## src/rtl/vbs_pkg.sv

```systemverilog
package vbs_pkg;
  localparam int NBLK    = 16;
  localparam int NPART   = 41;
  localparam int P_FULL  = 0;
  localparam int P_HALFH = 1;
  localparam int P_HALFV = 3;
  localparam int P_QUAD  = 5;
  localparam int P_8X4   = 9;
  localparam int P_4X8   = 17;
  localparam int P_4X4   = 25;

  // index of the top-left sub-block of quadrant q in the 4x4 sub-block grid
  function automatic int quad_corner(input int q);
    return (q / 2) * 8 + (q % 2) * 2;
  endfunction

  // zero-extending add at the sum width
  function automatic logic [15:0] add16(input logic [15:0] a, input logic [15:0] b);
    return a + b;
  endfunction
endpackage

```

## src/rtl/vbs_tree.sv

```systemverilog
module vbs_tree
  import vbs_pkg::*;
#(
  parameter int SAD4_W = 12,
  parameter int MV_W   = 6,
  parameter int SUM_W  = SAD4_W + 4
) (
  input  logic                     clk,
  input  logic                     rst_n,
  input  logic                     in_valid,
  input  logic                     in_first,
  input  logic                     in_last,
  input  logic [MV_W-1:0]          in_mvx,
  input  logic [MV_W-1:0]          in_mvy,
  input  logic [NBLK*SAD4_W-1:0]   in_sad4,
  output logic                     out_valid,
  output logic                     out_first,
  output logic                     out_last,
  output logic [MV_W-1:0]          out_mvx,
  output logic [MV_W-1:0]          out_mvy,
  output logic [NPART*SUM_W-1:0]   out_sum
);
  localparam int PAD = SUM_W - SAD4_W;

  // stage 1: captured sub-block SADs, widened
  logic             s1_v, s1_f, s1_l;
  logic [MV_W-1:0]  s1_mx, s1_my;
  logic [SUM_W-1:0] s1_blk [NBLK];

  // stage 2: pairs and quadrants
  logic             s2_v, s2_f, s2_l;
  logic [MV_W-1:0]  s2_mx, s2_my;
  logic [SUM_W-1:0] s2_blk [NBLK];
  logic [SUM_W-1:0] s2_84 [8];
  logic [SUM_W-1:0] s2_48 [8];
  logic [SUM_W-1:0] s2_88 [4];
  logic [SUM_W-1:0] c_84 [8];
  logic [SUM_W-1:0] c_48 [8];
  logic [SUM_W-1:0] c_88 [4];

  // stage 3: all 41 partitions
  logic             s3_v, s3_f, s3_l;
  logic [MV_W-1:0]  s3_mx, s3_my;
  logic [SUM_W-1:0] s3_sum [NPART];
  logic [SUM_W-1:0] c_top, c_bot, c_lft, c_rgt, c_full;

  always_ff @(posedge clk or negedge rst_n) begin
    if (!rst_n) begin
      s1_v <= 1'b0; s1_f <= 1'b0; s1_l <= 1'b0;
      s1_mx <= '0; s1_my <= '0;
      for (int k = 0; k < NBLK; k++) s1_blk[k] <= '0;
    end else begin
      s1_v  <= in_valid;
      s1_f  <= in_valid & in_first;
      s1_l  <= in_valid & in_last;
      s1_mx <= in_mvx;
      s1_my <= in_mvy;
      for (int k = 0; k < NBLK; k++)
        s1_blk[k] <= {{PAD{1'b0}}, in_sad4[k*SAD4_W +: SAD4_W]};
    end
  end

  for (genvar q = 0; q < 4; q++) begin : g_quad
    localparam int B = quad_corner(q);
    assign c_84[2*q]   = s1_blk[B]     + s1_blk[B+1];
    assign c_84[2*q+1] = s1_blk[B+4]   + s1_blk[B+5];
    assign c_48[2*q]   = s1_blk[B]     + s1_blk[B+4];
    assign c_48[2*q+1] = s1_blk[B+1]   + s1_blk[B+5];
    assign c_88[q]     = c_84[2*q] + c_84[2*q+1];
  end

  always_ff @(posedge clk or negedge rst_n) begin
    if (!rst_n) begin
      s2_v <= 1'b0; s2_f <= 1'b0; s2_l <= 1'b0;
      s2_mx <= '0; s2_my <= '0;
      for (int k = 0; k < NBLK; k++) s2_blk[k] <= '0;
      for (int k = 0; k < 8; k++) begin s2_84[k] <= '0; s2_48[k] <= '0; end
      for (int k = 0; k < 4; k++) s2_88[k] <= '0;
    end else begin
      s2_v <= s1_v; s2_f <= s1_f; s2_l <= s1_l;
      s2_mx <= s1_mx; s2_my <= s1_my;
      for (int k = 0; k < NBLK; k++) s2_blk[k] <= s1_blk[k];
      for (int k = 0; k < 8; k++) begin s2_84[k] <= c_84[k]; s2_48[k] <= c_48[k]; end
      for (int k = 0; k < 4; k++) s2_88[k] <= c_88[k];
    end
  end

  assign c_top  = add16(s2_88[0], s2_88[1]);
  assign c_bot  = add16(s2_88[2], s2_88[3]);
  assign c_lft  = add16(s2_88[0], s2_88[2]);
  assign c_rgt  = add16(s2_88[1], s2_88[3]);
  assign c_full = add16(c_top, c_bot);

  always_ff @(posedge clk or negedge rst_n) begin
    if (!rst_n) begin
      s3_v <= 1'b0; s3_f <= 1'b0; s3_l <= 1'b0;
      s3_mx <= '0; s3_my <= '0;
      for (int p = 0; p < NPART; p++) s3_sum[p] <= '0;
    end else begin
      s3_v <= s2_v; s3_f <= s2_f; s3_l <= s2_l;
      s3_mx <= s2_mx; s3_my <= s2_my;
      s3_sum[P_FULL]    <= c_full;
      s3_sum[P_HALFH]   <= c_top;
      s3_sum[P_HALFH+1] <= c_bot;
      s3_sum[P_HALFV]   <= c_lft;
      s3_sum[P_HALFV+1] <= c_rgt;
      for (int q = 0; q < 4; q++) s3_sum[P_QUAD+q] <= s2_88[q];
      for (int k = 0; k < 8; k++) begin
        s3_sum[P_8X4+k] <= s2_84[k];
        s3_sum[P_4X8+k] <= s2_48[k];
      end
      for (int k = 0; k < NBLK; k++) s3_sum[P_4X4+k] <= s2_blk[k];
    end
  end

  assign out_valid = s3_v;
  assign out_first = s3_f;
  assign out_last  = s3_l;
  assign out_mvx   = s3_mx;
  assign out_mvy   = s3_my;
  for (genvar p = 0; p < NPART; p++) begin : g_pack
    assign out_sum[p*SUM_W +: SUM_W] = s3_sum[p];
  end
endmodule

```

## src/rtl/vbs_min_track.sv

```systemverilog
module vbs_min_track #(
  parameter int SUM_W = 16,
  parameter int MV_W  = 6
) (
  input  logic             clk,
  input  logic             rst_n,
  input  logic             valid,
  input  logic             first,
  input  logic [SUM_W-1:0] sum,
  input  logic [MV_W-1:0]  mvx,
  input  logic [MV_W-1:0]  mvy,
  output logic [SUM_W-1:0] best_sad,
  output logic [MV_W-1:0]  best_mvx,
  output logic [MV_W-1:0]  best_mvy
);
  logic take;
  assign take = valid && (first || (sum < best_sad));

  always_ff @(posedge clk or negedge rst_n) begin
    if (!rst_n) begin
      best_sad <= '0;
      best_mvx <= '0;
      best_mvy <= '0;
    end else if (take) begin
      best_sad <= sum;
      best_mvx <= mvx;
      best_mvy <= mvy;
    end
  end
endmodule

```

## src/rtl/vbs_sad_merge.sv

```systemverilog
module vbs_sad_merge
  import vbs_pkg::*;
#(
  parameter int SAD4_W = 12,
  parameter int MV_W   = 6,
  parameter int SUM_W  = SAD4_W + 4
) (
  input  logic                    clk,
  input  logic                    rst_n,
  input  logic                    start,
  input  logic                    in_valid,
  input  logic                    in_last,
  input  logic [MV_W-1:0]         in_mvx,
  input  logic [MV_W-1:0]         in_mvy,
  input  logic [NBLK*SAD4_W-1:0]  in_sad4,
  output logic                    done,
  output logic [NPART*SUM_W-1:0]  best_sad,
  output logic [NPART*MV_W-1:0]   best_mvx,
  output logic [NPART*MV_W-1:0]   best_mvy
);
  logic                   first_pend;
  logic                   in_first;
  logic                   trk_valid, trk_first, trk_last;
  logic [MV_W-1:0]        trk_mvx, trk_mvy;
  logic [NPART*SUM_W-1:0] part_sum;

  // named views for the checker
  logic [SUM_W-1:0] w_sum_full, w_sum_lft, w_sum_rgt;
  assign w_sum_full = part_sum[P_FULL*SUM_W +: SUM_W];
  assign w_sum_lft  = part_sum[P_HALFV*SUM_W +: SUM_W];
  assign w_sum_rgt  = part_sum[(P_HALFV+1)*SUM_W +: SUM_W];

  assign in_first = start | first_pend;

  always_ff @(posedge clk or negedge rst_n) begin
    if (!rst_n)        first_pend <= 1'b0;
    else if (in_valid) first_pend <= 1'b0;
    else if (start)    first_pend <= 1'b1;
  end

  vbs_tree #(.SAD4_W(SAD4_W), .MV_W(MV_W), .SUM_W(SUM_W)) u_tree (
    .clk      (clk),
    .rst_n    (rst_n),
    .in_valid (in_valid),
    .in_first (in_first),
    .in_last  (in_last),
    .in_mvx   (in_mvx),
    .in_mvy   (in_mvy),
    .in_sad4  (in_sad4),
    .out_valid(trk_valid),
    .out_first(trk_first),
    .out_last (trk_last),
    .out_mvx  (trk_mvx),
    .out_mvy  (trk_mvy),
    .out_sum  (part_sum)
  );

  for (genvar p = 0; p < NPART; p++) begin : g_trk
    vbs_min_track #(.SUM_W(SUM_W), .MV_W(MV_W)) u_trk (
      .clk     (clk),
      .rst_n   (rst_n),
      .valid   (trk_valid),
      .first   (trk_first),
      .sum     (part_sum[p*SUM_W +: SUM_W]),
      .mvx     (trk_mvx),
      .mvy     (trk_mvy),
      .best_sad(best_sad[p*SUM_W +: SUM_W]),
      .best_mvx(best_mvx[p*MV_W +: MV_W]),
      .best_mvy(best_mvy[p*MV_W +: MV_W])
    );
  end

  always_ff @(posedge clk or negedge rst_n) begin
    if (!rst_n) done <= 1'b0;
    else        done <= trk_valid & trk_last;
  end
endmodule

```

## config.mk

```make
export PLATFORM = sky130hd
export DESIGN_NAME = vbs_sad_merge
export DESIGN_NICKNAME = d
export VERILOG_FILES = /design/src/rtl/vbs_pkg.sv /design/src/rtl/vbs_tree.sv /design/src/rtl/vbs_min_track.sv /design/src/rtl/vbs_sad_merge.sv
export SDC_FILE = /design/constraint.sdc
export NUM_CORES = 2
export LEC_CHECK = 0
export BUFFER_PORTS_ARGS = -buffer_cell sky130_fd_sc_hd__buf_2
export CORE_AREA = 2 2 536 538
export DETAILED_ROUTE_END_ITERATION = 8
export DIE_AREA = 0 0 538 540
export GPL_TIMING_DRIVEN = 0
export SLEW_MARGIN = 20
export SYNTH_ARGS = -nofsm -noshare
export SYNTH_HDL_FRONTEND = slang
export SYNTH_SLANG_ARGS = --single-unit
```

## constraint.sdc

```tcl
create_clock -name clk -period 7.9 [get_ports clk]
set_input_delay 1.58 -clock clk [delete_from_list [all_inputs] [get_ports clk]]
set_output_delay 1.58 -clock clk [all_outputs]
set_load 0.01 [all_outputs]
```

Word-level counts from Yosys, hierarchy flattened:

Cells that the tools add are included.

* reduce and logical (&&, ||, !) cells: 83
* multipliers: 0
* eq/ne operators: 0
* bitwise operators: 4
* mux-type cells: 2
* $lt $le $gt $ge: 41
* divide/modulo/power cells: 0
* add/sub/neg operators: 25
* shift-type cells: 0

Operators with widths (number)
* 16-bit < comparator: 25
* 12-bit by 12-bit adder with 13-bit output: 16
* 12-bit < comparator: 16
* 16-bit adder: 9
* 1-bit logical AND: 41
* 1-bit logical OR: 41
* 1-bit AND: 3
* 1-bit two-way mux: 2
* 2-bit nonzero test: 1
* 1-bit bitwise OR: 1

* word-level logic and storage cells: 388
* bits in registers: 2427
* latch bits: 0
* input port bits: 209
* output and inout bits: 1149
* bits in read-only memories: 0
* RAM bits: 0
* memories kept: 0

Logic depth before layout (Yosys ltp):

* depth after elaboration: 3
* mapped depth: 18
* depth with buffers taken out: 18

Modules after synthesis:

Synthesis repeated with hierarchy kept, for this count alone.

* cell total of the unflattened synthesis: 7785
* area, all modules: 107840.9 µm²

By module, submodules not included
* vbs_min_track: seq. area each 700.7 µm², cells each 114, instances 41, area each 1540.2 µm²
* vbs_tree: seq. area each 30654.4 µm², cells each 3106, instances 1, area each 44619.0 µm²
* vbs_sad_merge: seq. area each 50.0 µm², cells each 5, instances 1, area each 72.6 µm²

Worst setup path before layout:

No wires, ideal clock.

* path kind: reg-to-reg
* from: reg u_tree.s2_88[0] (netlist name)
* to: reg u_tree.s3_sum (netlist bit u_tree.out_sum[13])
* setup time: 80 ps
* stages on the path, launching flop included: 16
* clock period less this slack: 3449 ps
* setup slack: 4451 ps
* data arrival time: 3369 ps
* path buffers: 0
* required time: 7820 ps
* path through: dfrtp_1 > ha_1 > fa_1 > a21oi_1 > o211ai_1 > o41ai_1 > nor2b_1 > o21a_1 > o21a_1 > o21ai_0 > nand2b_1 > xor2_1 > ha_1 > nor2b_1 > a311oi_1 > xnor2_1

* word-level cells in the longest chain between the ends: 2

Ends and longest elaborated chain
* start: declaration: RTL line vbs_tree.sv:36 `logic [SUM_W-1:0] s2_88 [4];`
* 16-bit adder: RTL line vbs_pkg.sv:19 `return a + b;`
* net u_tree.c_bot[12]: RTL line vbs_tree.sv:45 `logic [SUM_W-1:0] c_top, c_bot, c_lft, c_rgt, c_full;`
* 16-bit adder: RTL line vbs_pkg.sv:19
* net u_tree.c_full[13]: RTL line vbs_tree.sv:45
* end signal: indexed assignment: RTL line vbs_tree.sv:102 `s3_sum[P_FULL] <= c_full;`
* end signal: indexed assignment: RTL line vbs_tree.sv:103 `s3_sum[P_HALFH] <= c_top;`
* end signal: indexed assignment: RTL line vbs_tree.sv:104 `s3_sum[P_HALFH+1] <= c_bot;`
* end: declaration: RTL line vbs_tree.sv:44 `logic [SUM_W-1:0] s3_sum [NPART];`

The timed path passes the listed nets, and every way through them passes these cells.
A chain may end at the register's enable or synchronous reset.

==> metrics.log <==
[metrics] leading post-synthesis cells by cell area: dfrtp_1 59%, ha_1 11%, mux2_2 9.0%
[metrics] multi-input combinational cell area: 35400 um^2
[metrics] Crit path arrival time: 5.76 ns
[metrics] RSZ-0062 raised after global routing: no
[metrics] sum of negative setup slack: 0 ns
[metrics] period utilization: 60.9%
[metrics] Worst Path Required: 8.85 ns
[metrics] critical path endpoint: u_tree.out_sum[275]$_DFF_PN0_
[metrics] worst min-delay path category: flip-flop to flip-flop
[metrics] Max-Cap Viols: 0
[metrics] fraction of power spent switching nets: 38.7%
[metrics] fraction of power consumed by sequential logic: 34.9%
[metrics] number of distinct library cells after synthesis: 65
[metrics] VDD IR-drop max: 0.293 mV
[metrics] CP cell instances: buf_12 > buf_16 > buf_16 > buf_16 > buf_16 > buf_16 > buf_16
[metrics] hold bufs inserted after CTS: 0
[metrics] DP Area: 108000 um^2
[metrics] clock slew at the register clock pins of the worst setup and hold paths: 0.06 ns
[metrics] grt total ovfl: 0
[metrics] DP Cell Count: 12153
[metrics] number of instances in the synthesized netlist: 6984
[metrics] flops & latches, synth: 2251
[metrics] capturing point of the worst reg2reg path: u_tree.s2_88[61]$_DFF_PN0_
[metrics] Worst path most repeated cell: buf_16
[metrics] clk_skew: 0.0569 ns
[metrics] status: complete, but fails checks
[metrics] detailed-route via count: 59826
[metrics] maximum clock frequency: 208 MHz
[metrics] Worst Reg-to-Reg Cells: 14
[metrics] failing checks: antenna violations
[metrics] fraction of final layout cells sized beyond drive strength 1: 32.1%
[metrics] insertion delay to the later sink of the worst-skew pair: 0.93 ns
[metrics] number of enable flip-flop cells after synthesis: 0
[metrics] fraction of post-synthesis cell area in the top cell type by area: 59.2%
[metrics] placeable core region: 284000 um^2
[metrics] number of buffers and inverters on the critical path: 7
[metrics] pin count of the biggest net entering global routing: 145
[metrics] initial standard-cell utilization of the core: 33.4%
[metrics] cell with the most instances after synthesis: dfrtp_1
[metrics] die outline width: 538 um
[metrics] total half-perimeter wirelength after legalization and detailed placement: 261000 um
[metrics] reg-to-reg slack, setup: 3.70 ns
[metrics] combined flip-flop and latch cell area: 56300 um^2
[metrics] final antenna-violating net count: 1
[metrics] Residual DRC: 0
[metrics] count of fill cells added during filler insertion: 26501
[metrics] maximum count of clock buffers along a single path: 4
[metrics] Clock H-tree levels: 4
[metrics] Syn Area/Cell: 13.6 um^2
[metrics] largest driver fanout on the critical path: 144
[metrics] total power per unit cell area: 447 nW/um^2
[metrics] kind of cell adding the most delay to the critical path: buffers and inverters
[metrics] number of primary I/O pins: 1358
[metrics] number of buffers added on ports: 1233
[metrics] Lkg Pwr: 57.5 nW
[metrics] first-pass GRT wire length: 453000 um
[metrics] final hold slack: 0.302 ns
[metrics] GRT Util Overall: 21.8%
[metrics] initial antenna violation count: 40
[metrics] detailed-router iteration count before antenna repair: 5
[metrics] via count of the first global-routing pass: 62239
[metrics] CP peak stage delay: 0.55 ns
[metrics] Critical Path Source Type: primary input
[metrics] kind of critical path: primary input to asynchronous set/reset pin
[metrics] average wire per standard cell: 25.5 um
[metrics] core occupancy in the finished layout: 40.9%
[metrics] detailed-route wire length: 322000 um
[metrics] Post-layout nets: 9674
[metrics] Max stage delay cell, worst path: buf_16
[metrics] final hold vios: 0
[metrics] Worst path depth: 7
[metrics] vertical extent of the die: 540 um
[metrics] final critical-path setup slack: 3.09 ns
[metrics] # clock sinks: 2251
[metrics] summed area of non-filler cells in the final layout: 116000 um^2
[metrics] number of placement rows: 196
[metrics] Via density: 4.74
[metrics] final worst path period need: 4.81 ns
[metrics] summed instance area of the synthesized netlist: 95100 um^2
[metrics] most instantiated flip-flop cell in the synthesis netlist: dfrtp_1
[metrics] reg2reg start: u_tree.s1_blk[177]$_DFF_PN0_
[metrics] Int Power: 31.9 mW
[metrics] clock group share of total power: 22.8%
[metrics] power consumption: 52.1 mW
[metrics] Post-synth top cells: 2251 x dfrtp_1, 805 x ha_1, 761 x mux2_2
[metrics] Combinational Power Share: 42.3%
[metrics] violation count after the first detailed-route iteration: 3113
[metrics] Die Outline Area: 291000 um^2
[metrics] cell at the root of the clock tree: clkbuf_16
[metrics] Non-Filler Instances: 12626
[metrics] CTS tree: yes
[metrics] count of final setup violators: 0
[metrics] worst slew pin tran: 1.13 ns
[metrics] origin of the worst setup path: rst_n
[metrics] leading area contributor after synthesis: dfrtp_1
[metrics] Switching Power: 20.2 mW
[metrics] Placement Setup Slack: 2.05 ns
[metrics] Synth warnings: 0
[metrics] count of instances resized after the clock tree is built: 0
[metrics] relative max-transition margin: 24.9%
[metrics] total clock buffers created by CTS: 241
[metrics] share of flip-flops with an asynchronous set or reset: 100%
[metrics] final RePlAce weighted congestion: 0.894
[metrics] post-CTS setup-driven buffer insertion count: 0
[metrics] capturing element type of the critical path: asynchronous set/reset pin
[metrics] max-slew violation count: 0
[metrics] area grow syn2layout: 22.5%
[metrics] portion of the post-synthesis area used by sequential elements: 59.2%
==> how the worst min path moves through the flow <==
stage / startpoint / endpoint / slack [ns] / cells after the start
after floorplan: u_tree.s2_f$_DFF_PN0_ / u_tree.out_first$_DFF_PN0_ / 0.33 / 0
after global placement: u_tree.s2_blk[195]$_DFF_PN0_ / u_tree.out_sum[451]$_DFF_PN0_ / 0.33 / 0
after detailed placement: u_tree.s2_mx[5]$_DFF_PN0_ / u_tree.out_mvx[5]$_DFF_PN0_ / 0.33 / 0
after CTS: u_tree.s2_84[102]$_DFF_PN0_ / u_tree.out_sum[166]$_DFF_PN0_ / 0.31 / 0
after global routing: u_tree.s2_84[102]$_DFF_PN0_ / u_tree.out_sum[166]$_DFF_PN0_ / 0.31 / 0
final: u_tree.s2_84[86]$_DFF_PN0_ / u_tree.out_sum[182]$_DFF_PN0_ / 0.30 / 0
==> kinds of logic after synthesis <==
logic type	after synthesis	share of synthesized area, %
AOI/OAI and AO/OA	1138	8.57
buffers and inverters	930	4.30
other	1	0.00394
and+or+nand+nor	693	3.60
xor gates and xnor gates	240	2.21
DFF	2251	59.2
muxes	901	11.0
adders and majority gates	830	11.1
==> layer usage <==
layer / vias to the layer above / routed length, um / track usage, %
met1: 30124 / 120000 / 24.2
met3: 596 / 22700 / 5.61
met2: 1829 / 157000 / 37.4
met4: 8 / 22400 / 13.1
met5: - / 60 / 0
li1: 27269 / - / -
==> power by group through the flow <==
stage	registers, mW	clock network (mW)	logic, mW
6_report	18.2	11.9	22.0
5_1_grt	18.7	12.6	24.2
3_3_place_gp	18.3	0	21.5
2_1_floorplan	18.8	0	11.9
4_1_cts	18.2	12.2	22.4
3_5_place_dp	18.4	0	22.2
==> layout by cell type, fill, tap and decap left out, drive strengths merged, types with 38 or more instances in the layout <==
| cell | count |
|---|---|
| o21a | 38 |
| a21o | 329 |
| inv | 645 |
| nor3 | 74 |
| a22o | 106 |
| dfrtp | 2251 |
| conb | 124 |
| xor2 | 51 |
| nor2b | 66 |
| nand2b | 98 |
| nand2 | 88 |
| buf | 1483 |
| mux2 | 901 |
| a21oi | 244 |
| clkbuf | 434 |
| a21boi | 51 |
| nor2 | 231 |
| xnor2 | 189 |
| ha | 805 |
| o21ai | 183 |
| or3 | 39 |
| clkinv | 56 |
==> registers in the layout, summed over array words and instances, names as in the netlist, 6 cells and up <==
name	flops
g_trk.u_trk.best_mvx	246
g_trk.u_trk.best_mvy	246
g_trk.u_trk.best_sad	532
u_tree.out_mvx	6
u_tree.out_mvy	6
u_tree.out_sum	532
u_tree.s1_blk	192
u_tree.s1_mx	6
u_tree.s1_my	6
u_tree.s2_48	104
u_tree.s2_84	104
u_tree.s2_88	56
u_tree.s2_blk	192
u_tree.s2_mx	6
u_tree.s2_my	6
==> layout make-up <==
type                    instances  area share [%]
well taps                    3762            4.04
multi-input cells            3926            30.4
clock buffers                 331            5.99
inverters                     629            2.03
plain buffers                 301            1.51
diodes                         25          0.0537
flip-flops and latches       2251            48.4
clock inverters               116            1.24
repair buffers               1285            6.38
No activity file was read; power rests on OpenSTA's default activity.
